$ cat config.mk
export PLATFORM = sky130hd
export DESIGN_NAME = dbdma_engine
export DESIGN_NICKNAME = d
export VERILOG_FILES = /design/src/rtl/dbdma_pkg.sv /design/src/rtl/dbdma_slot_timer.sv /design/src/rtl/dbdma_addr_gen.sv /design/src/rtl/dbdma_guard.sv /design/src/rtl/dbdma_engine.sv
export SDC_FILE = /design/constraint.sdc
export NUM_CORES = 1
export LEC_CHECK = 0
export BUFFER_PORTS_ARGS = -buffer_cell sky130_fd_sc_hd__buf_4
export CAP_MARGIN = 30
export CORE_UTILIZATION = 50
export CTS_CLUSTER_DIAMETER = 60
export DETAILED_ROUTE_END_ITERATION = 7
export PLACE_DENSITY = 0.74
export RECOVER_POWER = 100
export SLEW_MARGIN = 20
export SYNTH_ARGS = -nofsm -noshare
export SYNTH_HDL_FRONTEND = slang
export SYNTH_SLANG_ARGS = --single-unit
$ cat constraint.sdc
create_clock -name clk -period 2.4 [get_ports clk]
set_input_delay 0.48 -clock clk [delete_from_list [all_inputs] [get_ports clk]]
set_output_delay 0.48 -clock clk [all_outputs]
set_load 0.02 [all_outputs]
$ cat src/rtl/dbdma_pkg.sv
package dbdma_pkg;

    // Slot layout in master clocks
    localparam int SLOT_CLOCKS = 8;
    localparam int STROBE_ON   = 3;   // first clock with strobes high
    localparam int STROBE_OFF  = 7;   // first clock with strobes low again

    // Setup port select codes
    localparam logic [1:0] SEL_A_ADDR = 2'd0;
    localparam logic [1:0] SEL_B_PORT = 2'd1;
    localparam logic [1:0] SEL_COUNT  = 2'd2;
    localparam logic [1:0] SEL_DIR    = 2'd3;

    typedef enum logic [2:0] {
        ST_IDLE   = 3'd0,
        ST_ADDR   = 3'd1,
        ST_STROBE = 3'd2,
        ST_HOLD   = 3'd3,
        ST_DONE   = 3'd4
    } dma_state_t;

endpackage

$ cat src/rtl/dbdma_slot_timer.sv
module dbdma_slot_timer #(
    parameter int PHASES = 8,
    parameter int PH_W   = $clog2(PHASES)
) (
    input  logic            clk,
    input  logic            rst_n,
    input  logic            run,
    output logic [PH_W-1:0] phase
);
    localparam logic [PH_W-1:0] LAST = PH_W'(PHASES - 1);

    always_ff @(posedge clk or negedge rst_n) begin
        if (!rst_n) begin
            phase <= '0;
        end else if (!run) begin
            phase <= '0;
        end else if (phase == LAST) begin
            phase <= '0;
        end else begin
            phase <= phase + 1'b1;
        end
    end

    // Each running clock advances the slot position by one
    assert_slot_step_R1: assert property (@(posedge clk) disable iff (!rst_n)
        (run && $past(run) && $past(phase) != LAST) |-> (phase == PH_W'($past(phase) + 1'b1)));

    // Within a run the position wraps to zero after the last clock
    assert_slot_wrap_R1: assert property (@(posedge clk) disable iff (!rst_n)
        ($past(run) && $past(phase) == LAST) |-> (phase == '0));

endmodule

$ cat src/rtl/dbdma_addr_gen.sv
module dbdma_addr_gen #(
    parameter int A_W   = 24,
    parameter int CNT_W = 16,
    parameter int REM_W = CNT_W + 1
) (
    input  logic             clk,
    input  logic             rst_n,
    input  logic             load,
    input  logic             step,
    input  logic [A_W-1:0]   load_addr,
    input  logic [CNT_W-1:0] load_count,
    output logic [A_W-1:0]   addr,
    output logic             last_byte
);
    localparam logic [REM_W-1:0] FULL_RUN = REM_W'(1) << CNT_W;

    logic [REM_W-1:0] remaining;

    always_ff @(posedge clk or negedge rst_n) begin
        if (!rst_n) begin
            addr      <= '0;
            remaining <= '0;
        end else if (load) begin
            addr      <= load_addr;
            remaining <= (load_count == '0) ? FULL_RUN : REM_W'(load_count);
        end else if (step) begin
            addr      <= addr + 1'b1;
            remaining <= remaining - 1'b1;
        end
    end

    assign last_byte = (remaining == REM_W'(1));

    // A step moves the address by exactly one, wrapping at its width
    assert_addr_step_R7: assert property (@(posedge clk) disable iff (!rst_n)
        ($past(step) && !$past(load)) |-> (addr == A_W'($past(addr) + 1'b1)));

    // A zero count loads the full-range run length
    assert_zero_count_R8: assert property (@(posedge clk) disable iff (!rst_n)
        ($past(load) && $past(load_count) == '0) |-> (remaining == FULL_RUN));

endmodule

$ cat src/rtl/dbdma_guard.sv
module dbdma_guard #(
    parameter int             A_W    = 24,
    parameter int             B_W    = 8,
    parameter logic [A_W-1:0] A_BASE = 24'h7E0000,
    parameter logic [A_W-1:0] A_MASK = 24'hFE0000,
    parameter logic [B_W-1:0] B_PORT = 8'h80
) (
    input  logic [A_W-1:0] a_addr,
    input  logic [B_W-1:0] b_addr,
    output logic           clash
);
    logic a_hits_shared;
    logic b_hits_shared;

    always_comb begin
        a_hits_shared = ((a_addr & A_MASK) == A_BASE);
        b_hits_shared = (b_addr == B_PORT);
        clash         = a_hits_shared && b_hits_shared;
    end

endmodule

$ cat src/rtl/dbdma_engine.sv
module dbdma_engine
    import dbdma_pkg::*;
#(
    parameter int             A_W           = 24,
    parameter int             B_W           = 8,
    parameter int             CNT_W         = 16,
    parameter int             D_W           = 8,
    parameter logic [A_W-1:0] SHARED_A_BASE = 24'h7E0000,
    parameter logic [A_W-1:0] SHARED_A_MASK = 24'hFE0000,
    parameter logic [B_W-1:0] SHARED_B_PORT = 8'h80
) (
    input  logic           clk,
    input  logic           rst_n,
    input  logic           cfg_we,
    input  logic [1:0]     cfg_sel,
    input  logic [A_W-1:0] cfg_wdata,
    input  logic           start,
    output logic           busy,
    output logic           done,
    output logic [A_W-1:0] a_addr,
    output logic           a_rd,
    output logic           a_wr,
    input  logic [D_W-1:0] a_din,
    output logic [D_W-1:0] a_dout,
    output logic           a_doe,
    output logic [B_W-1:0] b_addr,
    output logic           b_rd,
    output logic           b_wr,
    input  logic [D_W-1:0] b_din,
    output logic [D_W-1:0] b_dout,
    output logic           b_doe
);
    localparam int PH_W = $clog2(SLOT_CLOCKS);
    localparam logic [PH_W-1:0] PH_LAST_ADDR   = PH_W'(STROBE_ON - 1);
    localparam logic [PH_W-1:0] PH_LAST_STROBE = PH_W'(STROBE_OFF - 1);

    // Setup shadow registers, copied into the working set at start
    logic [A_W-1:0]   cfg_a_addr;
    logic [B_W-1:0]   cfg_b_port;
    logic [CNT_W-1:0] cfg_count;
    logic             cfg_dir;

    // Working set for the run in flight
    logic [B_W-1:0]   run_b_port;
    logic             run_dir;

    dma_state_t       state, state_nx;
    logic [PH_W-1:0]  phase;
    logic             running;
    logic             accept;
    logic             slot_end;
    logic             last_byte;
    logic             clash;
    logic             strobe_win;
    logic             hold_win;
    logic [D_W-1:0]   shared_bus;

    always_ff @(posedge clk or negedge rst_n) begin
        if (!rst_n) begin
            cfg_a_addr <= '0;
            cfg_b_port <= '0;
            cfg_count  <= '0;
            cfg_dir    <= 1'b0;
        end else if (cfg_we) begin
            unique case (cfg_sel)
                SEL_A_ADDR: cfg_a_addr <= cfg_wdata;
                SEL_B_PORT: cfg_b_port <= cfg_wdata[B_W-1:0];
                SEL_COUNT:  cfg_count  <= cfg_wdata[CNT_W-1:0];
                SEL_DIR:    cfg_dir    <= cfg_wdata[0];
                default:    cfg_dir    <= cfg_dir;
            endcase
        end
    end

    assign accept   = (state == ST_IDLE) && start;
    assign slot_end = (state == ST_HOLD);
    assign running  = (state == ST_ADDR) || (state == ST_STROBE) || (state == ST_HOLD);

    always_ff @(posedge clk or negedge rst_n) begin
        if (!rst_n) begin
            run_b_port <= '0;
            run_dir    <= 1'b0;
        end else if (accept) begin
            run_b_port <= cfg_b_port;
            run_dir    <= cfg_dir;
        end
    end

    dbdma_slot_timer #(
        .PHASES (SLOT_CLOCKS),
        .PH_W   (PH_W)
    ) u_timer (
        .clk   (clk),
        .rst_n (rst_n),
        .run   (running),
        .phase (phase)
    );

    dbdma_addr_gen #(
        .A_W   (A_W),
        .CNT_W (CNT_W),
        .REM_W (CNT_W + 1)
    ) u_addr (
        .clk        (clk),
        .rst_n      (rst_n),
        .load       (accept),
        .step       (slot_end),
        .load_addr  (cfg_a_addr),
        .load_count (cfg_count),
        .addr       (a_addr),
        .last_byte  (last_byte)
    );

    dbdma_guard #(
        .A_W    (A_W),
        .B_W    (B_W),
        .A_BASE (SHARED_A_BASE),
        .A_MASK (SHARED_A_MASK),
        .B_PORT (SHARED_B_PORT)
    ) u_guard (
        .a_addr (a_addr),
        .b_addr (run_b_port),
        .clash  (clash)
    );

    // State register
    always_ff @(posedge clk or negedge rst_n) begin
        if (!rst_n) begin
            state <= ST_IDLE;
        end else begin
            state <= state_nx;
        end
    end

    // Next-state decode
    always_comb begin
        state_nx = state;
        unique case (state)
            ST_IDLE:   if (start) state_nx = ST_ADDR;
            ST_ADDR:   if (phase == PH_LAST_ADDR) state_nx = ST_STROBE;
            ST_STROBE: if (phase == PH_LAST_STROBE) state_nx = ST_HOLD;
            ST_HOLD:   state_nx = last_byte ? ST_DONE : ST_ADDR;
            ST_DONE:   state_nx = ST_IDLE;
            default:   state_nx = ST_IDLE;
        endcase
    end

    // Outputs
    always_comb begin
        busy       = running;
        done       = (state == ST_DONE);
        strobe_win = (state == ST_STROBE) && !clash;
        hold_win   = ((state == ST_STROBE) || (state == ST_HOLD)) && !clash;
        a_rd       = strobe_win && !run_dir;
        b_wr       = strobe_win && !run_dir;
        b_rd       = strobe_win && run_dir;
        a_wr       = strobe_win && run_dir;
        b_doe      = hold_win && !run_dir;
        a_doe      = hold_win && run_dir;
        shared_bus = run_dir ? b_din : a_din;
        a_dout     = shared_bus;
        b_dout     = shared_bus;
        b_addr     = run_b_port;
    end

    // ---------------- assertions ----------------
    assert_strobe_pair_ab_R4: assert property (@(posedge clk) disable iff (!rst_n)
        a_rd |-> (b_wr && !a_wr && !b_rd));

    assert_strobe_pair_ba_R4: assert property (@(posedge clk) disable iff (!rst_n)
        b_rd |-> (a_wr && !b_wr && !a_rd));

    assert_data_hold_b_R3: assert property (@(posedge clk) disable iff (!rst_n)
        $fell(b_wr) |-> b_doe);

    assert_data_hold_a_R3: assert property (@(posedge clk) disable iff (!rst_n)
        $fell(a_wr) |-> a_doe);

    assert_strobe_only_busy_R3: assert property (@(posedge clk) disable iff (!rst_n)
        (a_rd || a_wr || b_rd || b_wr || a_doe || b_doe) |-> busy);

    assert_no_dual_select_R6: assert property (@(posedge clk) disable iff (!rst_n)
        (a_rd || a_wr || b_rd || b_wr) |->
            !(((a_addr & SHARED_A_MASK) == SHARED_A_BASE) && (b_addr == SHARED_B_PORT)));

    assert_port_fixed_R2: assert property (@(posedge clk) disable iff (!rst_n)
        (busy && $past(busy)) |-> $stable(b_addr));

    assert_addr_in_slot_R2: assert property (@(posedge clk) disable iff (!rst_n)
        (busy && $past(busy) && !$past(slot_end)) |-> $stable(a_addr));

    assert_done_single_R9: assert property (@(posedge clk) disable iff (!rst_n)
        done |=> (!done && !busy));

    assert_done_after_busy_R9: assert property (@(posedge clk) disable iff (!rst_n)
        $fell(busy) |-> done);

    assert_start_ignored_R10: assert property (@(posedge clk) disable iff (!rst_n)
        done |=> !busy);

endmodule

After elaboration in Yosys (flattened, before gate mapping)
Cells that the tools add are included.
{ "word_totals": {"output_inout_bits": 56, "wordCells": 64, "register_bits": 105, "in_bits": 46} }
{ "classes": {"eq_ne": 16, "mux": 13, "n_reduce_logical": 22, "add_sub_neg": 3} }
{ "op_table": {"columns": ["cell", "count"], "rows": [
  ["17-bit 2-to-1 mux", 3],
  ["24-bit 2-to-1 mux", 2],
  ["24-bit by 1-bit adder with 24-bit output, second input constant", 1],
  ["3-bit 2-to-1 mux", 6],
  ["17-bit by 1-bit equality test with 1-bit output, second input constant", 1],
  ["17-bit by 1-bit subtractor with 17-bit output, second input constant", 1],
  ["16-bit logical NOT", 1],
  ["3-bit case mux with 4 select lines", 1],
  ["3-bit by 2-bit equality test with 1-bit output, second input constant", 3],
  ["3-bit equality test, second input constant", 3],
  ["8-bit equality test, second input constant", 1],
  ["1-bit logical AND", 8],
  ["8-bit 2-to-1 mux", 1],
  ["2-bit AND reduction", 4],
  ["7-bit by 6-bit equality test with 1-bit output, second input constant", 1],
  ["2-bit equality test, second input constant", 2],
  ["2-bit by 1-bit != test with 1-bit output, second input constant", 2],
  ["3-bit by 1-bit adder with 3-bit output, second input constant", 1],
  ["3-bit by 1-bit equality test with 1-bit output, second input constant", 1],
  ["3-bit logical NOT", 1],
  ["1-bit logical OR", 3],
  ["3-bit AND reduction", 1],
  ["2-bit by 1-bit equality test with 1-bit output, second input constant", 1],
  ["1-bit logical NOT", 2],
  ["3 further kinds", 3]
]} }

Logic depth before layout (Yosys ltp)
Gate-level depths: netlist (run 1).
{ "depth": {"depth_word": 5, "ltp_mapped": 7, "mapped_depth_nobuf": 6} }

By module
From an unflattened synthesis (run 1), not the netlist that was laid out.
{ "hier_totals": {"hier_cells": 451, "area_unflattened_um2": 5096.1} }
{ "by_module_without_submodules": {"columns": ["module", "instances", "seq_area_each_um2", "area_per_inst_um2", "cells_per_inst"], "rows": [
  ["dbdma_engine", 1, 1526.5, 2563.7, 169],
  ["dbdma_addr_gen", 1, 1026.0, 2357.3, 269],
  ["dbdma_slot_timer", 1, 75.1, 127.6, 8],
  ["dbdma_guard", 1, 0.0, 47.5, 5]
]} }

Worst setup path after synthesis (run 1)
Ideal clock, no wire load.
{ "synth_timing": {"path_type": "reg2out", "from": "register u_addr.addr[18]", "to": "output port b_wr", "required_ps": 1920, "n_path_buf": 1, "path_stages_with_launch": 7, "arrival_ps": 2145, "slack_ps": -225, "cell_sequence": "dfrtp_1 > and4_1 > and3_1 > a311oi_1 > nor2b_1 > and2_1 > buf_4"} }
{ "synth_via": {"elab_chain_len": 5} }
{ "synth_lines": {"columns": ["element", "line", "text"], "rows": [
  ["start, declared", "dbdma_addr_gen.sv:12", "output logic [A_W-1:0] addr,"],
  ["start signal, assigned", "dbdma_addr_gen.sv:24", "addr <= load_addr;"],
  ["start signal, assigned", "dbdma_addr_gen.sv:27", "addr <= addr + 1'b1;"],
  ["7-bit by 6-bit equality test with 1-bit output", "dbdma_guard.sv:16", "a_hits_shared = ((a_addr & A_MASK) == A_BASE);"],
  ["1-bit logical AND", "dbdma_guard.sv:18", "clash = a_hits_shared && b_hits_shared;"],
  ["1-bit logical NOT", "dbdma_engine.sv:152", "strobe_win = (state == ST_STROBE) && !clash;"],
  ["1-bit logical AND", "dbdma_engine.sv:152", null],
  ["1-bit logical AND", null, null],
  ["end, declared", "dbdma_engine.sv:28", "output logic b_wr,"]
]} }
No other way between the ends.

Worst setup path after layout (run 1)
{ "layout_timing": {"from": "register run_b_port[6] (netlist: b_addr[6])", "to": "output port a_rd"} }
{ "layout_via": {"elab_chain_len": 5} }
{ "layout_lines": {"columns": ["element", "line", "text"], "rows": [
  ["start, declared", "dbdma_engine.sv:44", "logic [B_W-1:0] run_b_port;"],
  ["start signal, assigned", "dbdma_engine.sv:84", "run_b_port <= cfg_b_port;"],
  ["8-bit equality test", "dbdma_guard.sv:17", "b_hits_shared = (b_addr == B_PORT);"],
  ["1-bit logical AND", "dbdma_guard.sv:18", null],
  ["1-bit logical NOT", "dbdma_engine.sv:152", null],
  ["1-bit logical AND", "dbdma_engine.sv:152", null],
  ["1-bit logical AND", "dbdma_engine.sv:154", "a_rd = strobe_win && !run_dir;"],
  ["end, declared", "dbdma_engine.sv:21", "output logic a_rd,"]
]} }
No other way between the ends.

==> run summary, run 1 <==
cell area after synthesis = 0.00511 mm2
detail-routed via count per cell = 5.73
Final Hold Vio Count = 0
HPWL after detailed placement = 8640 um
sequential area share after synthesis = 51.4%
Lkg Pwr = 2.70 nW
Routability Congestion = 0.855
Max-Cap Viols = 0
drt first pass iters = 6
setup TNS = -0.377 ns
residual DRC count = 0
share of layout cells above drive strength 1 = 30.5%
Slew @ Worst Pin = 1.11 ns
WHS Endpoint = cfg_a_addr[17]
syn_area_per_cell = 10.7 um2
layout net count = 630
failing checks = setup timing
Worst setup SP type = flop
RSZ-0062 raised after global routing = yes
power per cell area = 1060 mW/mm2
Diodes inserted = 0
commonest non-fill, non-tap cell in the layout = dfrtp_1
Via Count = 4102
antenna violations before repair = 0
maximum fanout along the worst path = 3
Worst Setup Path Type = reg2out
wire length per cell = 17.2 um
Slew Viols, Final = 0
worst reg-to-reg path cell count = 4
starting density of the core = 52.1%
share of the synthesized area in the top cell type = 51.4%
Mapped Nets = 530
Port Buffer Count = 101
WL final = 12300 um
Area Growth Syn to Fin = 21.0%
Crit Reg-Reg Startpoint = u_addr.remaining[5]
Reg clk slew, reported paths = 0.10 ns
Tmin final = 2.50 ns
ranking of synthesized cells by area = dfrtp_1 51%, mux2_2 13%, nand2_1 4.7%, o21ai_0 2.8%, nor2_1 2.0%
Max Fclk = 400 MHz
reg-to-reg setup timing slack = 0.36 ns
CP peak stage delay = 0.56 ns
largest net degree at the start of global routing = 87
WP depth = 6
CTS sink cnt = 105
fin worst setup slack = -0.103 ns
number of fill cells = 865
Multi-input gate area = 0.00232 mm2
die height = 103 um
Layout Utilization = 63.0%
total gr overflow = 0
H-tree Lvls = 3
die width = 103 um
status = complete, but fails checks
Clock Path Buffers = 2
cells along the critical path = or4b_4 > nor3_4 > a311oi_2 > nor2b_4 > and2_4 > buf_6
Cell variety after synth = 49
crit path capture type = output pin
global-route wire length before repair = 19600 um
root buffer cell = clkbuf_8
Synth area leader = dfrtp_1
VDD IR max = 572 uV
Tot GR Track Use = 24.7%
most frequent cells in the layout = 104 x dfrtp_1, 83 x buf_4, 64 x nand2_1
register area = 0.00263 mm2
Yosys Warn Count = 0
Synth Register Bits = 105
CTS tree = yes
worst hold start = cfg_wdata[17]
CP Data Arrival Time = 2.02 ns
Critical-path top delay cell = or4b_4
Cell Rows = 36
Post-synth ARST share = 100%
clock skew = 0.0128 ns
crit share post-route = 104%
WP buf/inv = 1
CORE AREA = 0.00982 mm2
Hold Path Stages = 2
Worst-Skew Late Latency = 0.36 ns
Slew Limit Headroom = 26.2%
worst min path class = in2reg
Hold Slack = 0.341 ns
TritonCTS buffer count = 9
CP top delay family = simple AND/OR/NAND/NOR gates
number of synthesized flops with an enable pin = 0
Post-Syn Instances = 478
setup violators final = 5
Detail Route Antenna Nets = 0
Most used DFF post-synth = dfrtp_1
Die Area = 0.0106 mm2
initial DRC count = 241
vias in the first global route = 3996
FF-to-FF End = u_addr.remaining[11]
CP required = 1.92 ns
IO Pins = 102
==> timing repair <==
action | in CTS | in global routing
hold endpoints to repair | 19 | 0
setup endpoints to repair | 6 | 6
pin swaps | 4 | 2
hold buffers | 1 | 0
buffers inserted | 1 | 1
gates resized for setup | 12 | 0
==> synth_stat cells (5+ instances only) <==
library cell	count
nand3_1	20
dfrtp_1	105
inv_1	9
o21ai_0	29
nand2_1	64
ha_1	6
clkbuf_1	11
buf_4	10
mux2_2	57
xnor2_1	7
a21oi_1	9
nor4_1	10
nor3_1	10
and3_1	5
nand4_1	6
buf_2	10
and2_1	7
nor2_1	27
a31oi_1	7
o311ai_0	11
a221o_1	8
==> sequential cells by signal, summed over array words and instances, names as in the netlist <==
name and count:
u_timer.phase 3, cfg_a_addr 24, cfg_count 16, cfg_b_port 8, cfg_dir 1, u_addr.addr 24, u_addr.remaining 17, run_dir 1
state 3, b_addr 8
==> worst register-to-register path, cell delays in order, from the launching register on <==
cell and delay (ns):
dfrtp_1 0.42, nor4_1 0.49, nand4_1 0.35, or4_2 0.61
nand3_1 0.10
==> area by class of cell <==
type	count	area share [%]
Clock buffer	10	2.23
Clock inverter	6	1.07
Inverter	9	0.546
Multi-Input combinational cell	330	37.4
Sequential cell	105	42.5
Tap cell	133	2.69
Timing Repair Buffer	123	13.5
==> power breakdown <==
group	internal (mW)	leakage [nW]	total, mW	switching (mW)
logic	1.07	1.32	2.50	1.43
clock network	0.513	0.0949	1.12	0.607
registers	2.32	1.29	2.93	0.610
total	3.91	2.70	6.55	2.65
==> per-stage QoR <==
| step | worst slack (ns) | instances | power, mW | cell area (um2) |
|---|---|---|---|---|
| after CTS | -0.172 | 715 | 6.74 | 6310 |
| after detailed placement | -0.0161 | 697 | 5.57 | 6040 |
| final | -0.103 | 716 | 6.55 | 6180 |
| after floorplan | 0.0441 | 478 | 4.49 | 5120 |
| after global placement | 0.00360 | 697 | 5.46 | 6040 |
| after global routing | -0.200 | 716 | 6.99 | 6180 |
==> worst max path at each step <==
| stage | startpoint | endpoint | slack, ns |
|---|---|---|---|
| after CTS | b_addr[6] | b_wr | -0.17 |
| final | b_addr[6] | a_rd | -0.10 |
| after global routing | b_addr[6] | a_rd | -0.20 |
| after detailed placement | b_addr[5] | b_wr | -0.02 |
| after floorplan | u_addr.addr[18] | b_wr | 0.04 |
| after global placement | b_addr[5] | a_rd | 0.004 |
==> kinds of logic after synthesis <==
family / share of synthesized area, %
buffers and inverters: 4.14
AOI/OAI and AO/OA: 10.6
DFF: 51.4
and+or+nand+nor: 17.9
muxes: 12.6
adders and majority gates: 1.47
xor gates and xnor gates: 1.88
==> metal layers <==
metal	vias to the layer above	global-route usage, %	wire (um)
met5	-	0	0
met4	0	9.75	143
met3	8	4.14	517
met2	94	40.2	6260
met1	2063	33.1	5380
li1	1937	-	-
No activity file was read; power rests on OpenSTA's default activity.
==> inputs of run 2 (changes only) <==
clock period = 2.9 ns   (was 2.4 ns; I/O delays follow)
==> run 2 against run 1 <==
  * The flow finishes with violations (capacitance limit, slew limit)
  * Register-to-register slack improved by 0.10 ns
  * Combinational power decreased by 26%
  * Sequential cell count unchanged
  * Non-clock buffer count shrank 13
  * Count of clock-buffer cells in the layout grew 4
  * Routed wire length shrank 2.1%
  * Global-route usage decreased by 0.63 points
  * Die area unchanged
  * Total power is 22% lower
  * Critical path type unchanged
  * Clock power fell by 25%
==> run summary, run 2 (synthesized netlist as in run 1, its figures left out) <==
status = complete, but fails checks
failing checks = capacitance limit, slew limit
starting density of the core = 52.1%
crit path capture type = output pin
WP depth = 6
Worst-Skew Late Latency = 0.37 ns
Clock Power Share = 16.4%
# hold bufs at CTS = 0
initial DRC count = 330
internal cell power = 3.01 mW
worst min path class = in2reg
FF-to-FF End = u_addr.addr[20]
worst reg-to-reg path cell count = 6
setup TNS = 0 ns
Max Fclk = 363 MHz
Tmin final = 2.75 ns
die width = 103 um
switching power total = 2.12 mW
setup violators final = 0
CP Data Arrival Time = 2.17 ns
root buffer cell = clkbuf_8
share of layout cells above drive strength 1 = 23.3%
combinational group share of total power = 36.2%
vias in the first global route = 3818
Worst Setup Path Type = reg2out
CP required = 2.32 ns
Slew Limit Headroom = -11.0%
Critical-path top delay cell = or4b_4
Cell Rows = 36
Lkg Pwr = 2.53 nW
WL final = 12000 um
Diodes inserted = 0
post_cts resized = 4
WHS Endpoint = cfg_a_addr[17]
Routability Congestion = 0.834
CP peak stage delay = 0.56 ns
post-route insts no fill = 703
Via Count = 4064
total gr overflow = 0
Detail Route Antenna Nets = 0
HPWL after detailed placement = 8480 um
drt first pass iters = 7
maximum fanout along the worst path = 3
cells along the critical path = or4b_4 > nor3_4 > a311oi_2 > nor2b_1 > and2_1 > buf_4
Port Buffer Count = 101
reg-to-reg setup timing slack = 0.46 ns
detail-routed via count per cell = 5.78
number of fill cells = 906
largest net degree at the start of global routing = 56
Clock Path Buffers = 2
most frequent cells in the layout = 105 x dfrtp_1, 64 x nand2_1, 55 x buf_4
Post-CTS Setup Bufs = 0
Final Hold Vio Count = 0
Area Growth Syn to Fin = 15.5%
clock skew = 0.0109 ns
commonest non-fill, non-tap cell in the layout = dfrtp_1
residual DRC count = 0
VDD IR max = 425 uV
Worst setup SP type = flop
crit share post-route = 94.9%
TritonCTS buffer count = 9
Hold Path Stages = 2
antenna violations before repair = 0
IO Pins = 102
Switching Share = 41.3%
layout net count = 617
RSZ-0062 raised after global routing = no
global-route wire length before repair = 19300 um
register share of total power = 47.5%
wire length per cell = 17.1 um
DP Cell Count = 687
CTS sink cnt = 105
Slew Viols, Final = 56
Reg clk slew, reported paths = 0.09 ns
WP buf/inv = 1
Hold Slack = 0.438 ns
CORE AREA = 0.00982 mm2
die height = 103 um
Max-Cap Viols = 2
worst hold start = cfg_wdata[17]
largest registers = cfg_a_addr x24, u_addr.addr x24, u_addr.remaining x17
Die Area = 0.0106 mm2
Crit. Startpoint = b_addr[5]
CTS tree = yes
Tot GR Track Use = 24.0%
H-tree Lvls = 3
Slew @ Worst Pin = 1.67 ns
power per cell area = 868 mW/mm2
Crit Reg-Reg Startpoint = u_addr.addr[0]
Total Power = 5.13 mW
CP top delay family = simple AND/OR/NAND/NOR gates
run 2: cell types whose count changed in the layout (fill, tap and decap cells not counted), sizes merged:
cell,delta
dlygate4sd3,-1
clkinvlp,-2
bufinv,-1
inv,-1
buf,-33
clkbuf,+25
run 2: area by class of cell:
cell class / count / area (um2) / area share, %
Sequential cell: 105 / 2630 / 44.5
Multi-Input combinational cell: 330 / 2280 / 38.6
Timing Repair Buffer: 110 / 627 / 10.6
Tap cell: 133 / 166 / 2.82
Clock buffer: 14 / 163 / 2.75
Inverter: 9 / 33.8 / 0.572
Clock inverter: 2 / 12.5 / 0.212
run 2: how the worst max path moves through the flow:
stage / to / slack (ns)
floorplan: b_wr / 0.18
global placement: b_wr / 0.38
detailed placement: a_rd / 0.32
CTS: a_rd / 0.12
global route: a_rd / 0.006
finish: a_rd / 0.15
run 2: power groups by stage:
stage	Combinational, mW	Clock [mW]	Sequential (mW)
final	1.85	0.840	2.43
after global routing	2.06	0.912	2.50
after CTS	2.10	0.864	2.43
after detailed placement	2.08	0	2.45
after global placement	2.01	0	2.42
after floorplan	1.19	0	2.51
run 2: metal layers:
metal | vias to the layer above | track usage [%] | routed length [um]
li1 | 1915 | - | -
met1 | 2042 | 33.1 | 5370
met2 | 91 | 38.2 | 6020
met3 | 16 | 3.12 | 401
met4 | 0 | 10.9 | 247
met5 | - | 0 | 0
run 2: per-stage QoR:
step                util (%)  instance area, um2  setup WS, ns
finish                  60.2                5910         0.148
global placement        60.6                5950         0.377
CTS                     62.6                6150         0.119
detailed placement      60.6                5950         0.315
floorplan                  -                5110         0.175
global route            60.2                5910       0.00611
==> inputs of run 3 (changes only) <==
CORE_MARGIN = 3   (was not set)
PLACE_DENSITY = 0.76   (was 0.74)
clock period = 2.3 ns   (was 2.9 ns; I/O delays follow)
==> run 3 against run 2 <==
  * The run ends with capacitance limit, slew limit, setup timing left
  * Critical path type unchanged
  * Cell count increased by 2.0%
  * Largest cell class unchanged
  * Utilization increased by 2.4 points
  * Register-to-register slack got worse by 0.29 ns
  * Clock power increased by 35%
  * Combinational power grew 41%
  * Clock skew grew 0.0058 ns
==> run summary, run 3 (synthesized netlist as in run 1, its figures left out) <==
setup TNS = -1.07 ns
CTS tree = yes
initial DRC count = 220
Tmin final = 2.52 ns
die height = 107 um
Diodes inserted = 0
Worst-Skew Late Latency = 0.38 ns
wire length per cell = 17.5 um
CP required = 1.84 ns
crit path capture type = output pin
Slew Viols, Final = 37
Hold Slack = 0.307 ns
Area Growth Syn to Fin = 20.7%
H-tree Lvls = 3
global-route wire length before repair = 21200 um
largest net degree at the start of global routing = 56
Lkg Pwr = 2.71 nW
Max-Cap Viols = 1
Port Buffer Count = 101
setup violators final = 6
crit share post-route = 110%
Die Area = 0.0115 mm2
failing checks = capacitance limit, slew limit, setup timing
fin worst setup slack = -0.225 ns
worst min path class = in2reg
most frequent cells in the layout = 103 x dfrtp_1, 85 x buf_4, 64 x nand2_1
number of fill cells = 813
maximum fanout along the worst path = 3
Reg clk slew, reported paths = 0.11 ns
power per cell area = 1100 mW/mm2
Slew Limit Headroom = -29.9%
largest registers = cfg_a_addr x24, u_addr.addr x24, u_addr.remaining x17
VDD IR max = 517 uV
WL final = 12500 um
Detail Route Antenna Nets = 0
antenna violations before repair = 0
status = complete, but fails checks
drt first pass iters = 5
TritonCTS buffer count = 9
DP Cell Count = 695
HPWL after detailed placement = 8930 um
total gr overflow = 0
CORE AREA = 0.00986 mm2
Layout Utilization = 62.5%
IO Pins = 102
Max Fclk = 396 MHz
Routability Congestion = 0.826
clock skew = 0.0167 ns
Clock Path Buffers = 2
Via Count = 4088
detail-routed via count per cell = 5.70
CTS sink cnt = 105
post-route insts no fill = 717
root buffer cell = clkbuf_8
die width = 107 um
CP Data Arrival Time = 2.06 ns
Worst setup SP type = flop
# hold bufs at CTS = 0
starting density of the core = 51.8%
Cell Rows = 36
layout net count = 631
share of layout cells above drive strength 1 = 30.7%
residual DRC count = 0
Worst Setup Path Type = reg2out
Final Hold Vio Count = 0
Slew @ Worst Pin = 1.95 ns
vias in the first global route = 4224
commonest non-fill, non-tap cell in the layout = dfrtp_1
RSZ-0062 raised after global routing = yes
Tot GR Track Use = 23.2%
-- run 3: cell count changes in the layout (fill, tap and decap cells not counted), sizes merged --
cell | previous run | this run
clkbuf | 68 | 43
clkinv | 1 | 3
buf | 56 | 91
clkinvlp | 1 | 0
inv | 9 | 12
-- run 3: report_power, final --
| part | switching (mW) | internal, mW | leakage, nW | total [mW] |
|---|---|---|---|---|
| Sequential | 0.625 | 2.43 | 1.28 | 3.05 |
| Clock | 0.679 | 0.448 | 0.102 | 1.13 |
| Combinational | 1.49 | 1.11 | 1.32 | 2.60 |
-- run 3: area by class of cell --
class	instances	area [um2]	share of cell area, %
clock inverter	6	58.8	0.953
timing repair buffer	124	831	13.5
inverter	9	33.8	0.548
clock buffer	10	138	2.23
multi-input combinational	330	2310	37.5
tap	133	166	2.70
sequential	105	2630	42.6
-- run 3: repair_timing --
action	in CTS	in global routing
resized for setup	8	1
pin swaps	4	1
buffers inserted	3	3
endpoints found under the setup margin	6	6
gates cloned	0	0
endpoints found under the hold margin	0	0
-- run 3: worst paths after layout --
check                                  end      startpoint  cells after the start  slack, ns
setup / recovery                      a_rd       b_addr[6]                      6      -0.22
hold / removal              cfg_a_addr[16]   cfg_wdata[16]                      2       0.31
hold reg to reg                  b_addr[4]   cfg_b_port[4]                      2       0.48
min in group asynchronous   cfg_a_addr[18]           rst_n                      1       0.61
setup reg to reg           u_addr.addr[20]  u_addr.addr[0]                      6       0.17
max in group asynchronous        b_addr[5]           rst_n                      2       0.27
-- run 3: metal layers --
metal | part of all wire [%] | GRT usage, % | up-vias
met4 | 1.6 | 6.21 | 0
li1 | - | - | 1938
met2 | 51 | 39.0 | 99
met3 | 4.2 | 4.15 | 16
met5 | 0 | 0 | -
met1 | 43 | 31.0 | 2035
-- run 3: critical path, stage by stage, from the launching register on --
cell and delay (ns):
dfrtp_1 0.40, or4b_4 0.55, nor3_4 0.16, a311oi_2 0.13
nor2b_4 0.15, and2_4 0.16, buf_6 0.12
-- run 3: per-stage QoR --
stage          total power [mW]  setup slack [ns]  area [um2]
2_1_floorplan              4.69            0.0257        5130
3_3_place_gp               5.66            0.0153        6030
3_5_place_dp               5.77           -0.0145        6030
4_1_cts                    6.97            -0.244        6280
5_1_grt                    7.25            -0.315        6170
6_report                   6.78            -0.225        6170
